`config.mk`:
```
export PLATFORM = sky130hd
export DESIGN_NAME = sline_master
export DESIGN_NICKNAME = d
export VERILOG_FILES = /design/src/rtl/sline_pkg.sv /design/src/rtl/sline_timebase.sv /design/src/rtl/sline_timing.sv /design/src/rtl/sline_engine.sv /design/src/rtl/sline_master.sv
export SDC_FILE = /design/constraint.sdc
export NUM_CORES = 1
export LEC_CHECK = 0
export ABC_AREA = 1
export BUFFER_PORTS_ARGS = -buffer_cell sky130_fd_sc_hd__buf_2
export CAP_MARGIN = 20
export CORE_MARGIN = 4
export CORE_UTILIZATION = 50
export CTS_CLUSTER_SIZE = 25
export DETAILED_ROUTE_END_ITERATION = 8
export PLACE_DENSITY = 0.68
export SKIP_CTS_REPAIR_TIMING = 1
export SYNTH_ARGS = -nofsm -noshare
export SYNTH_HDL_FRONTEND = slang
export SYNTH_SLANG_ARGS = --single-unit
```
`constraint.sdc`:
```
create_clock -name clk -period 2.9 [get_ports clk]
set_clock_uncertainty 0.05 [all_clocks]
set_input_delay 0.145 -clock clk [delete_from_list [all_inputs] [get_ports clk]]
set_output_delay 0.145 -clock clk [all_outputs]
set_load 0.02 [all_outputs]
```
`src/rtl/sline_pkg.sv`:
```
// Shared types for the single-wire master.
// Assumes all durations are counted in half-microsecond units.
package sline_pkg;
    parameter int TW = 11;

    typedef enum logic [1:0] {
        OP_RESET = 2'd0,
        OP_BIT   = 2'd1,
        OP_BYTE  = 2'd2,
        OP_NONE  = 2'd3
    } op_e;

    typedef struct packed {
        logic [TW-1:0] w1;
        logic [TW-1:0] w0;
        logic [TW-1:0] smp;
        logic [TW-1:0] slot;
        logic [TW-1:0] rstl;
        logic [TW-1:0] psmp;
        logic [TW-1:0] rsth;
    } tset_t;
endpackage

```
`src/rtl/sline_timebase.sv`:
```
// Half-microsecond tick generator.
// Assumes HALF_US_CLKS clocks make 0.5 us. The count is held at zero while
// clr is high, so the first tick of an operation always falls a full period
// after it starts.
module sline_timebase #(
    parameter int HALF_US_CLKS = 25
) (
    input  logic clk,
    input  logic rst_n,
    input  logic clr,
    output logic tick
);
    generate
        if (HALF_US_CLKS <= 1) begin : g_direct
            // Every clock is a tick when one clock lasts half a microsecond.
            assign tick = !clr;
        end else begin : g_count
            localparam int PW = $clog2(HALF_US_CLKS);
            localparam logic [PW-1:0] LAST = PW'(HALF_US_CLKS - 1);
            logic [PW-1:0] pre;

            // Prescale counter that wraps each half microsecond.
            always_ff @(posedge clk) begin
                if (!rst_n || clr) begin
                    pre <= '0;
                end else if (pre == LAST) begin
                    pre <= '0;
                end else begin
                    pre <= pre + 1'b1;
                end
            end

            assign tick = (pre == LAST) && !clr;
        end
    endgenerate
endmodule

```
`src/rtl/sline_timing.sv`:
```
// Timing set selection for standard and fast mode.
// Assumes every value is in half-microsecond units and fits in TW bits.
module sline_timing
    import sline_pkg::*;
#(
    parameter int STD_W1   = 12,
    parameter int STD_W0   = 120,
    parameter int STD_SMP  = 26,
    parameter int STD_SLOT = 140,
    parameter int STD_RSTL = 960,
    parameter int STD_PSMP = 140,
    parameter int STD_RSTH = 960,
    parameter int OD_W1    = 2,
    parameter int OD_W0    = 15,
    parameter int OD_SMP   = 4,
    parameter int OD_SLOT  = 20,
    parameter int OD_RSTL  = 140,
    parameter int OD_PSMP  = 17,
    parameter int OD_RSTH  = 96
) (
    input  logic  fast,
    output tset_t tm
);
    localparam tset_t STD_SET = '{w1: TW'(STD_W1), w0: TW'(STD_W0),
                                  smp: TW'(STD_SMP), slot: TW'(STD_SLOT),
                                  rstl: TW'(STD_RSTL), psmp: TW'(STD_PSMP),
                                  rsth: TW'(STD_RSTH)};
    localparam tset_t OD_SET  = '{w1: TW'(OD_W1), w0: TW'(OD_W0),
                                  smp: TW'(OD_SMP), slot: TW'(OD_SLOT),
                                  rstl: TW'(OD_RSTL), psmp: TW'(OD_PSMP),
                                  rsth: TW'(OD_RSTH)};

    // Pick the active timing set.
    always_comb begin
        tm = fast ? OD_SET : STD_SET;
    end
endmodule

```
`src/rtl/sline_engine.sv`:
```
// Phase engine: runs a single reset sequence or a single bit slot.
// Assumes tm is held stable for the whole phase and that a start request
// arrives only while the engine is idle. phase_done pulses at the end.
module sline_engine
    import sline_pkg::*;
(
    input  logic  clk,
    input  logic  rst_n,
    input  logic  start_rst,
    input  logic  start_slot,
    input  logic  wbit,
    input  logic  tick,
    input  logic  line_in,
    input  tset_t tm,
    output logic  pull,
    output logic  active,
    output logic  phase_done,
    output logic  sample,
    output logic  pres
);
    typedef enum logic [1:0] {E_IDLE, E_RLOW, E_RREL, E_SLOT} est_e;

    est_e          state;
    logic [TW-1:0] t;
    logic          wb;

    // Phase sequencing, elapsed-time count and line sampling.
    always_ff @(posedge clk) begin
        if (!rst_n) begin
            state      <= E_IDLE;
            t          <= '0;
            wb         <= 1'b0;
            phase_done <= 1'b0;
            sample     <= 1'b0;
            pres       <= 1'b0;
        end else begin
            phase_done <= 1'b0;
            case (state)
                E_IDLE: begin
                    t <= '0;
                    if (start_rst) begin
                        state <= E_RLOW;
                    end else if (start_slot) begin
                        state <= E_SLOT;
                        wb    <= wbit;
                    end
                end
                E_RLOW: begin
                    if (tick) begin
                        if (t == tm.rstl - 1'b1) begin
                            state <= E_RREL;
                            t     <= '0;
                        end else begin
                            t <= t + 1'b1;
                        end
                    end
                end
                E_RREL: begin
                    if (tick) begin
                        if (t == tm.psmp - 1'b1) begin
                            pres <= !line_in;
                        end
                        if (t == tm.rsth - 1'b1) begin
                            state      <= E_IDLE;
                            phase_done <= 1'b1;
                        end else begin
                            t <= t + 1'b1;
                        end
                    end
                end
                default: begin
                    if (tick) begin
                        if (t == tm.smp - 1'b1) begin
                            sample <= line_in;
                        end
                        if (t == tm.slot - 1'b1) begin
                            state      <= E_IDLE;
                            phase_done <= 1'b1;
                        end else begin
                            t <= t + 1'b1;
                        end
                    end
                end
            endcase
        end
    end

    // Pulldown decode from phase and elapsed time.
    always_comb begin
        pull   = (state == E_RLOW) ||
                 ((state == E_SLOT) && (t < (wb ? tm.w1 : tm.w0)));
        active = (state != E_IDLE);
    end
endmodule

```
`src/rtl/sline_master.sv`:
```
// Single-wire bus master top. It accepts a command while idle, latches the
// mode, and chains engine phases: one phase for a reset or a bit, and
// DATA_W slots for a byte.
// Assumes bus_in is already synchronised to clk.
module sline_master
    import sline_pkg::*;
#(
    parameter int HALF_US_CLKS = 25,
    parameter int DATA_W       = 8
) (
    input  logic              clk,
    input  logic              rst_n,
    input  logic              cmd_valid,
    input  logic [1:0]        cmd_op,
    input  logic [DATA_W-1:0] cmd_data,
    input  logic              overdrive,
    output logic              busy,
    output logic              done,
    output logic              presence,
    output logic [DATA_W-1:0] rd_data,
    output logic              bus_pull,
    input  logic              bus_in
);
    localparam int CW = $clog2(DATA_W + 1);

    op_e               op_q;
    logic              od_q;
    logic              run;
    logic [DATA_W-1:0] shreg;
    logic [CW-1:0]     cnt;
    logic              accept, cont;
    logic              start_rst, start_slot, wbit;
    logic              tick, eng_active, eng_done, eng_sample, eng_pres;
    tset_t             tm;

    // Command acceptance and slot chaining requests.
    always_comb begin
        accept     = cmd_valid && !run && (op_e'(cmd_op) != OP_NONE);
        cont       = run && eng_done && (op_q != OP_RESET) && (cnt != CW'(1));
        start_rst  = accept && (op_e'(cmd_op) == OP_RESET);
        start_slot = (accept && (op_e'(cmd_op) != OP_RESET)) || cont;
        wbit       = accept ? cmd_data[0] : shreg[1];
    end

    // Operation state, shift register and result registers.
    always_ff @(posedge clk) begin
        if (!rst_n) begin
            op_q     <= OP_RESET;
            od_q     <= 1'b0;
            run      <= 1'b0;
            shreg    <= '0;
            cnt      <= '0;
            done     <= 1'b0;
            presence <= 1'b0;
            rd_data  <= '0;
        end else begin
            done <= 1'b0;
            if (accept) begin
                run   <= 1'b1;
                op_q  <= op_e'(cmd_op);
                od_q  <= overdrive;
                shreg <= cmd_data;
                cnt   <= (op_e'(cmd_op) == OP_BYTE) ? CW'(DATA_W) : CW'(1);
            end else if (run && eng_done) begin
                if (op_q == OP_RESET) begin
                    presence <= eng_pres;
                    run      <= 1'b0;
                    done     <= 1'b1;
                end else begin
                    shreg <= {eng_sample, shreg[DATA_W-1:1]};
                    cnt   <= cnt - 1'b1;
                    if (cnt == CW'(1)) begin
                        run  <= 1'b0;
                        done <= 1'b1;
                        if (op_q == OP_BYTE) begin
                            rd_data <= {eng_sample, shreg[DATA_W-1:1]};
                        end else begin
                            rd_data <= {{(DATA_W-1){1'b0}}, eng_sample};
                        end
                    end
                end
            end
        end
    end

    assign busy = run;

    sline_timebase #(.HALF_US_CLKS(HALF_US_CLKS)) tb_i (
        .clk  (clk),
        .rst_n(rst_n),
        .clr  (!eng_active),
        .tick (tick)
    );

    sline_timing tim_i (
        .fast(od_q),
        .tm  (tm)
    );

    sline_engine eng_i (
        .clk       (clk),
        .rst_n     (rst_n),
        .start_rst (start_rst),
        .start_slot(start_slot),
        .wbit      (wbit),
        .tick      (tick),
        .line_in   (bus_in),
        .tm        (tm),
        .pull      (bus_pull),
        .active    (eng_active),
        .phase_done(eng_done),
        .sample    (eng_sample),
        .pres      (eng_pres)
    );
endmodule

```
==> results of run 1 <==
area by class of cell:
cell class              instances  area, sq um
inverters                      62          233
flip-flops and latches         47          941
well taps                      75         93.8
fillers                       610         2610
clock inverters                 2         38.8
repair buffers                 28          145
clock buffers                   6         82.6
multi-input cells             338         1750
Yosys cell counts, drive strengths merged:
cell / count / area, sq um
nor2: 75 / 359
a211oi: 1 / 7.51
nor3: 5 / 25.0
a32oi: 3 / 26.3
inv: 61 / 229
a221oi: 7 / 61.3
a21oi: 25 / 125
a31oi: 2 / 12.5
clkbuf: 5 / 18.8
xnor2: 1 / 8.76
nand3: 39 / 220
nand4: 5 / 31.3
xor2: 5 / 43.8
clkinv: 1 / 3.75
a311oi: 2 / 17.5
o211ai: 1 / 7.51
nor4: 3 / 18.8
buf: 11 / 75.1
o21bai: 1 / 7.51
o22ai: 3 / 18.8
o21ai: 14 / 70.1
nand2: 131 / 499
dfxtp: 47 / 941
o211a: 1 / 10.0
ha: 14 / 175
kinds of logic (layout without fill, tap and decap cells):
family | count (synthesis) | count (layout)
AO/OA/AOI/OAI | 60 | 60
XOR/XNOR | 6 | 6
flip-flops | 47 | 47
buffers and inverters | 78 | 98
AND/OR/NAND/NOR | 258 | 258
adder cells (fa/ha/maj) | 14 | 14
per-layer routing:
metal	GRT usage	share of wire
met1	0.283	0.46
met2	0.369	0.48
met3	0.0269	0.042
met4	0.0547	0.013
met5	0	0
power groups by stage:
stage	clock [mW]	combinational, mW	sequential, mW
6_report	0.523	0.703	0.798
3_3_place_gp	0	0.692	0.808
4_1_cts	0.533	0.704	0.796
5_1_grt	0.561	0.810	0.811
2_1_floorplan	0	0.611	0.760
3_5_place_dp	0	0.697	0.811
metrics by stage:
| step | utilization | setup slack [ps] |
|---|---|---|
| final | 0.557 | 343 |
| after global routing | 0.557 | 112 |
| after CTS | 0.557 | 346 |
| after detailed placement | 0.537 | 685 |
| after global placement | 0.537 | 739 |
| after floorplan | - | 1030 |
sequential cells by signal (all words and copies together), names as in the netlist:
signal and cells:
eng_i.phase_done 1, cnt 4, op_q 2, eng_i.wb 1, eng_i.t 11, shreg 7, od_q 1, eng_i.sample 1
eng_i.state 2, done 1, eng_i.pres 1, tb_i.g_count.pre 5, busy 1, rd_data 8, presence 1
worst min path at each step:
| stage | cells past startpoint | endpoint | from |
|---|---|---|---|
| global placement | 3 | shreg[4]$_SDFFE_PN0P_ | cmd_data[4] |
| CTS | 3 | shreg[4]$_SDFFE_PN0P_ | cmd_data[4] |
| floorplan | 2 | shreg[6]$_SDFFE_PN0P_ | cmd_data[6] |
| global route | 3 | shreg[6]$_SDFFE_PN0P_ | cmd_data[6] |
| detailed placement | 3 | shreg[4]$_SDFFE_PN0P_ | cmd_data[4] |
| finish | 3 | shreg[4]$_SDFFE_PN0P_ | cmd_data[4] |
worst max-delay path, delay by kind of cell, from the launching register on:
| kind | cells | cell delay, ps |
|---|---|---|
| compound gates | 3 | 290 |
| simple gates | 2 | 130 |
| flops | 1 | 620 |
| fa+ha+maj | 2 | 600 |
| buf+inv | 3 | 440 |
==> flow_summary.ini, run 1 <==
[clock_tree]
cts-root-buf = clkbuf_8
cts.sinks = 47
clk_path_buf_depth = 2
clk_pin_slew_ps = 90
htreeDepth = 2
clock_latency_ps = 310
cts_tree = yes
cts_buffers = 5

[critical_path]
crit_type = reg -> out
slowest_stage = dfxtp_1
crit_chain = inv_2 -> ha_1 -> inv_1 -> ha_1 -> a21oi_1 -> nand2_1 -> nand3_1 -> a21oi_1 -> o22ai_1 -> buf_2
worst-path-max-fanout = 13
r2r_slack_ps = 860
startpoint_type = register
cpPeakStageDelay_ps = 620
arrival_ps = 2360
r2r_end = eng_i.t[9]$_SDFFE_PN0P_
reg2reg_depth = 13
critical_path.endpoint_type = primary output
critPathLaunch = od_q$_SDFFE_PN0P_
cp.required_ps = 2710
cp-endpoint = bus_pull
r2r_start = eng_i.t[0]$_SDFFE_PN0P_

[yosys]
synthAdderAreaFrac = 0.0581
syn_area_sq_um = 3010
yosys.area_share.simple = 0.383
synth_nets = 492
synth_compound_area_frac = 0.121
ys_ff_latch = 47
synth-warning-count = 0
ys_seq_area_frac = 0.312
synth_xor_area_frac = 0.0174
synth_top_family_by_area = simple AND/OR/NAND/NOR gates
syn_inst = 463
avgSynthCellArea_sq_um = 6.51
synthDistinctLibCells = 32
synth_mux_area_frac = 0

[power]
p_comb_frac = 0.347
irDropWorstVdd_mv = 0.373
powerDensity_nw_per_um2 = 617
pwr-share-clk = 0.258
p_switching_mw = 0.811
internal-power_mw = 1.21
power_frac_seq = 0.394
power_mw = 2.02
power_leakage_nw = 1.50
p_sw_frac = 0.400

[floorplanning]
die_h_microns = 85.6
io_pins = 27
start_util = 0.512
rows = 28
die_w_microns = 85.6
dieArea_sq_um = 7330
core-area_sq_um = 5890

[place]
dpl.hpwl_microns = 5570
post_dp_cell_area_sq_um = 3160
place_congestion = 0.904
dpl.cell_count = 550
io_buffers = 26

[worst_hold_path]
hold_class = in -> reg

[global_routing]
grt_pass1_vias = 2675
gr-usage-all-layers = 0.214
antenna_found_initial = 0
grt_pass1_wl_microns = 12800
overflow = 0
grt_max_degree = 24

[sta]
finalSetupTns_ps = 0
hold_violations = 0
rsz0062_at_grt = false
holdWs_ps = 37.9
finalSetupViolCount = 0
slew_viol_final = 0
tightest_slew_ps = 676
clock.fmax_mhz = 391
slew_headroom = 0.549
fin_crit_sh = 0.882
period_needed_ps = 2560

[finish]
final_cell_mix = nand2_1 (128), nor2_1 (60), inv_1 (56), dfxtp_1 (47), nand3_1 (34)
postLayoutCellArea_sq_um = 3280
final_common_cell = nand2_1
layout.nets = 511
synthToLayoutAreaGrowth_pct = 8.85
drive_gt1_frac = 0.133
diodes = 0
stdcell_count = 558

[detailed_routing]
vias = 2899
finalWirelength_microns = 7390
drtPass1Iterations = 4
drc = 0
dr.first_iter.drc_count = 159
wl_per_cell_microns = 13.2
viasPerCell = 5.20
ant_nets = 0

[run]
cap_violations = 0

[outcome]
status = finished, final reports clean
Note: power is estimated with default switching activity, not from simulation.
==> run 2: changes to the inputs <==
--- a/constraint.sdc
+++ b/constraint.sdc
@@ -3,3 +3,3 @@
 set_input_delay 0.145 -clock clk [delete_from_list [all_inputs] [get_ports clk]]
 set_output_delay 0.145 -clock clk [all_outputs]
-set_load 0.02 [all_outputs]
+set_load 0.1 [all_outputs]
==> flow_summary.ini, run 2 (synthesized netlist as in run 1, its figures left out) <==
[outcome]
status = finished, final reports clean

[detailed_routing]
drtPass1Iterations = 4
vias = 2888
viasPerCell = 5.18
finalWirelength_microns = 7370
dr.first_iter.drc_count = 147
drc = 0
wl_per_cell_microns = 13.2
ant_nets = 0

[sta]
fin_crit_sh = 0.872
slew_viol_final = 0
finalSetupTns_ps = 0
clock.fmax_mhz = 396
hold_violations = 0
finalSetupViolCount = 0
rsz0062_at_grt = false
period_needed_ps = 2530
slew_headroom = 0.543
tightest_slew_ps = 684

[critical_path]
r2r_end = eng_i.t[9]$_SDFFE_PN0P_
cp.required_ps = 2710
r2r_start = eng_i.t[0]$_SDFFE_PN0P_
cpPeakStageDelay_ps = 480
critical_path.endpoint_type = primary output
reg2reg_depth = 13
crit_chain = inv_2 -> ha_1 -> inv_1 -> ha_1 -> a21oi_1 -> nand2_1 -> nand3_1 -> a21oi_1 -> o22ai_2 -> clkbuf_4
slowest_stage = dfxtp_2
cp.buffers_inverters = 3
crit_family = adder cells
startpoint_type = register
crit_type = reg -> out
arrival_ps = 2330
worst-path-max-fanout = 13
r2r_slack_ps = 860

[global_routing]
overflow = 0
grt_max_degree = 28
gr-usage-all-layers = 0.218
antenna_found_initial = 0
grt_pass1_vias = 2921
grt_pass1_wl_microns = 12900

[clock_tree]
cts.sinks = 47
htreeDepth = 2
clk_pin_slew_ps = 100
cts_buffers = 5
cts_tree = yes
clk_path_buf_depth = 2
clock_latency_ps = 310
cts-root-buf = clkbuf_8

[power]
power_leakage_nw = 1.51
p_switching_mw = 0.874
p_sw_frac = 0.404
pwr-share-clk = 0.274
irDropWorstVdd_mv = 0.501
p_comb_frac = 0.357
powerDensity_nw_per_um2 = 653
power_mw = 2.16
internal-power_mw = 1.29
power_frac_seq = 0.369

[worst_hold_path]
worstHoldStart = cmd_data[6]
min_to = shreg[6]$_SDFFE_PN0P_
hold_depth = 3
hold_class = in -> reg

[finish]
drive_gt1_frac = 0.137
synthToLayoutAreaGrowth_pct = 9.80
final_cell_mix = nand2_1 (128), nor2_1 (60), inv_1 (56), dfxtp_1 (46), nand3_1 (34)
diodes = 0
top_regs = eng_i.t (11), rd_data (8), shreg (7)
regMostFlops = eng_i.t
final_common_cell = nand2_1
layout.nets = 511
largest_reg_flops = 11

[floorplanning]
io_pins = 27
die_w_microns = 85.6
core-area_sq_um = 5890
rows = 28
dieArea_sq_um = 7330
die_h_microns = 85.6
start_util = 0.512

[place]
io_buffers = 26
place_congestion = 0.967
dpl.hpwl_microns = 5540

[run]
cap_violations = 0
## run 2: worst max-delay path by stage
stage,endpoint,cells past startpoint,start,slack [ps]
after floorplan,bus_pull,9,od_q$_SDFFE_PN0P_,570
after global placement,bus_pull,10,od_q$_SDFFE_PN0P_,490
after detailed placement,bus_pull,10,od_q$_SDFFE_PN0P_,440
after CTS,bus_pull,10,od_q$_SDFFE_PN0P_,100
after global routing,bus_pull,10,od_q$_SDFFE_PN0P_,200
final,bus_pull,10,od_q$_SDFFE_PN0P_,370
## run 2: area by class of cell
cell class	count	area, sq um
Tap cell	75	93.8
Timing Repair Buffer	28	148
Clock buffer	5	68.8
Sequential cell	47	942
Fill cell	599	2580
Clock inverter	3	71.3
Multi-Input combinational cell	338	1750
Inverter	62	233
## run 2: power by group through the flow
stage	registers, mW	clock network, mW	logic (mW)
6_report	0.798	0.592	0.771
2_1_floorplan	0.767	0	0.668
4_1_cts	0.798	0.606	0.767
5_1_grt	0.814	0.625	0.883
3_3_place_gp	0.812	0	0.752
3_5_place_dp	0.813	0	0.760
## run 2: worst reg2reg max path, delay by kind of cell, from the launching register on
kind                     cells  cell delay (ps)
AND/OR/NAND/NOR             10             1010
adder cells (fa/ha/maj)      1              320
buffers and inverters        2              240
flip-flops                   1              320
## run 2: per-stage QoR
stage | hold WS [ps] | setup WS (ps) | cell area, sq um | std cells | util
final | 39.8 | 372 | 3310 | 558 | 0.562
after global routing | 46.2 | 200 | 3310 | 558 | 0.562
after CTS | 33.1 | 95.6 | 3300 | 558 | 0.561
after detailed placement | 363 | 438 | 3160 | 550 | 0.538
after global placement | 353 | 493 | 3160 | 550 | 0.538
after floorplan | 253 | 567 | 3020 | 463 | -
## run 2: routing by layer
layer	vias up	GRT usage	wire [microns]
li1	1523	-	-
met1	1290	0.259	3330
met2	59	0.385	3600
met3	16	0.0365	261
met4	0	0.0906	176
met5	-	0	0
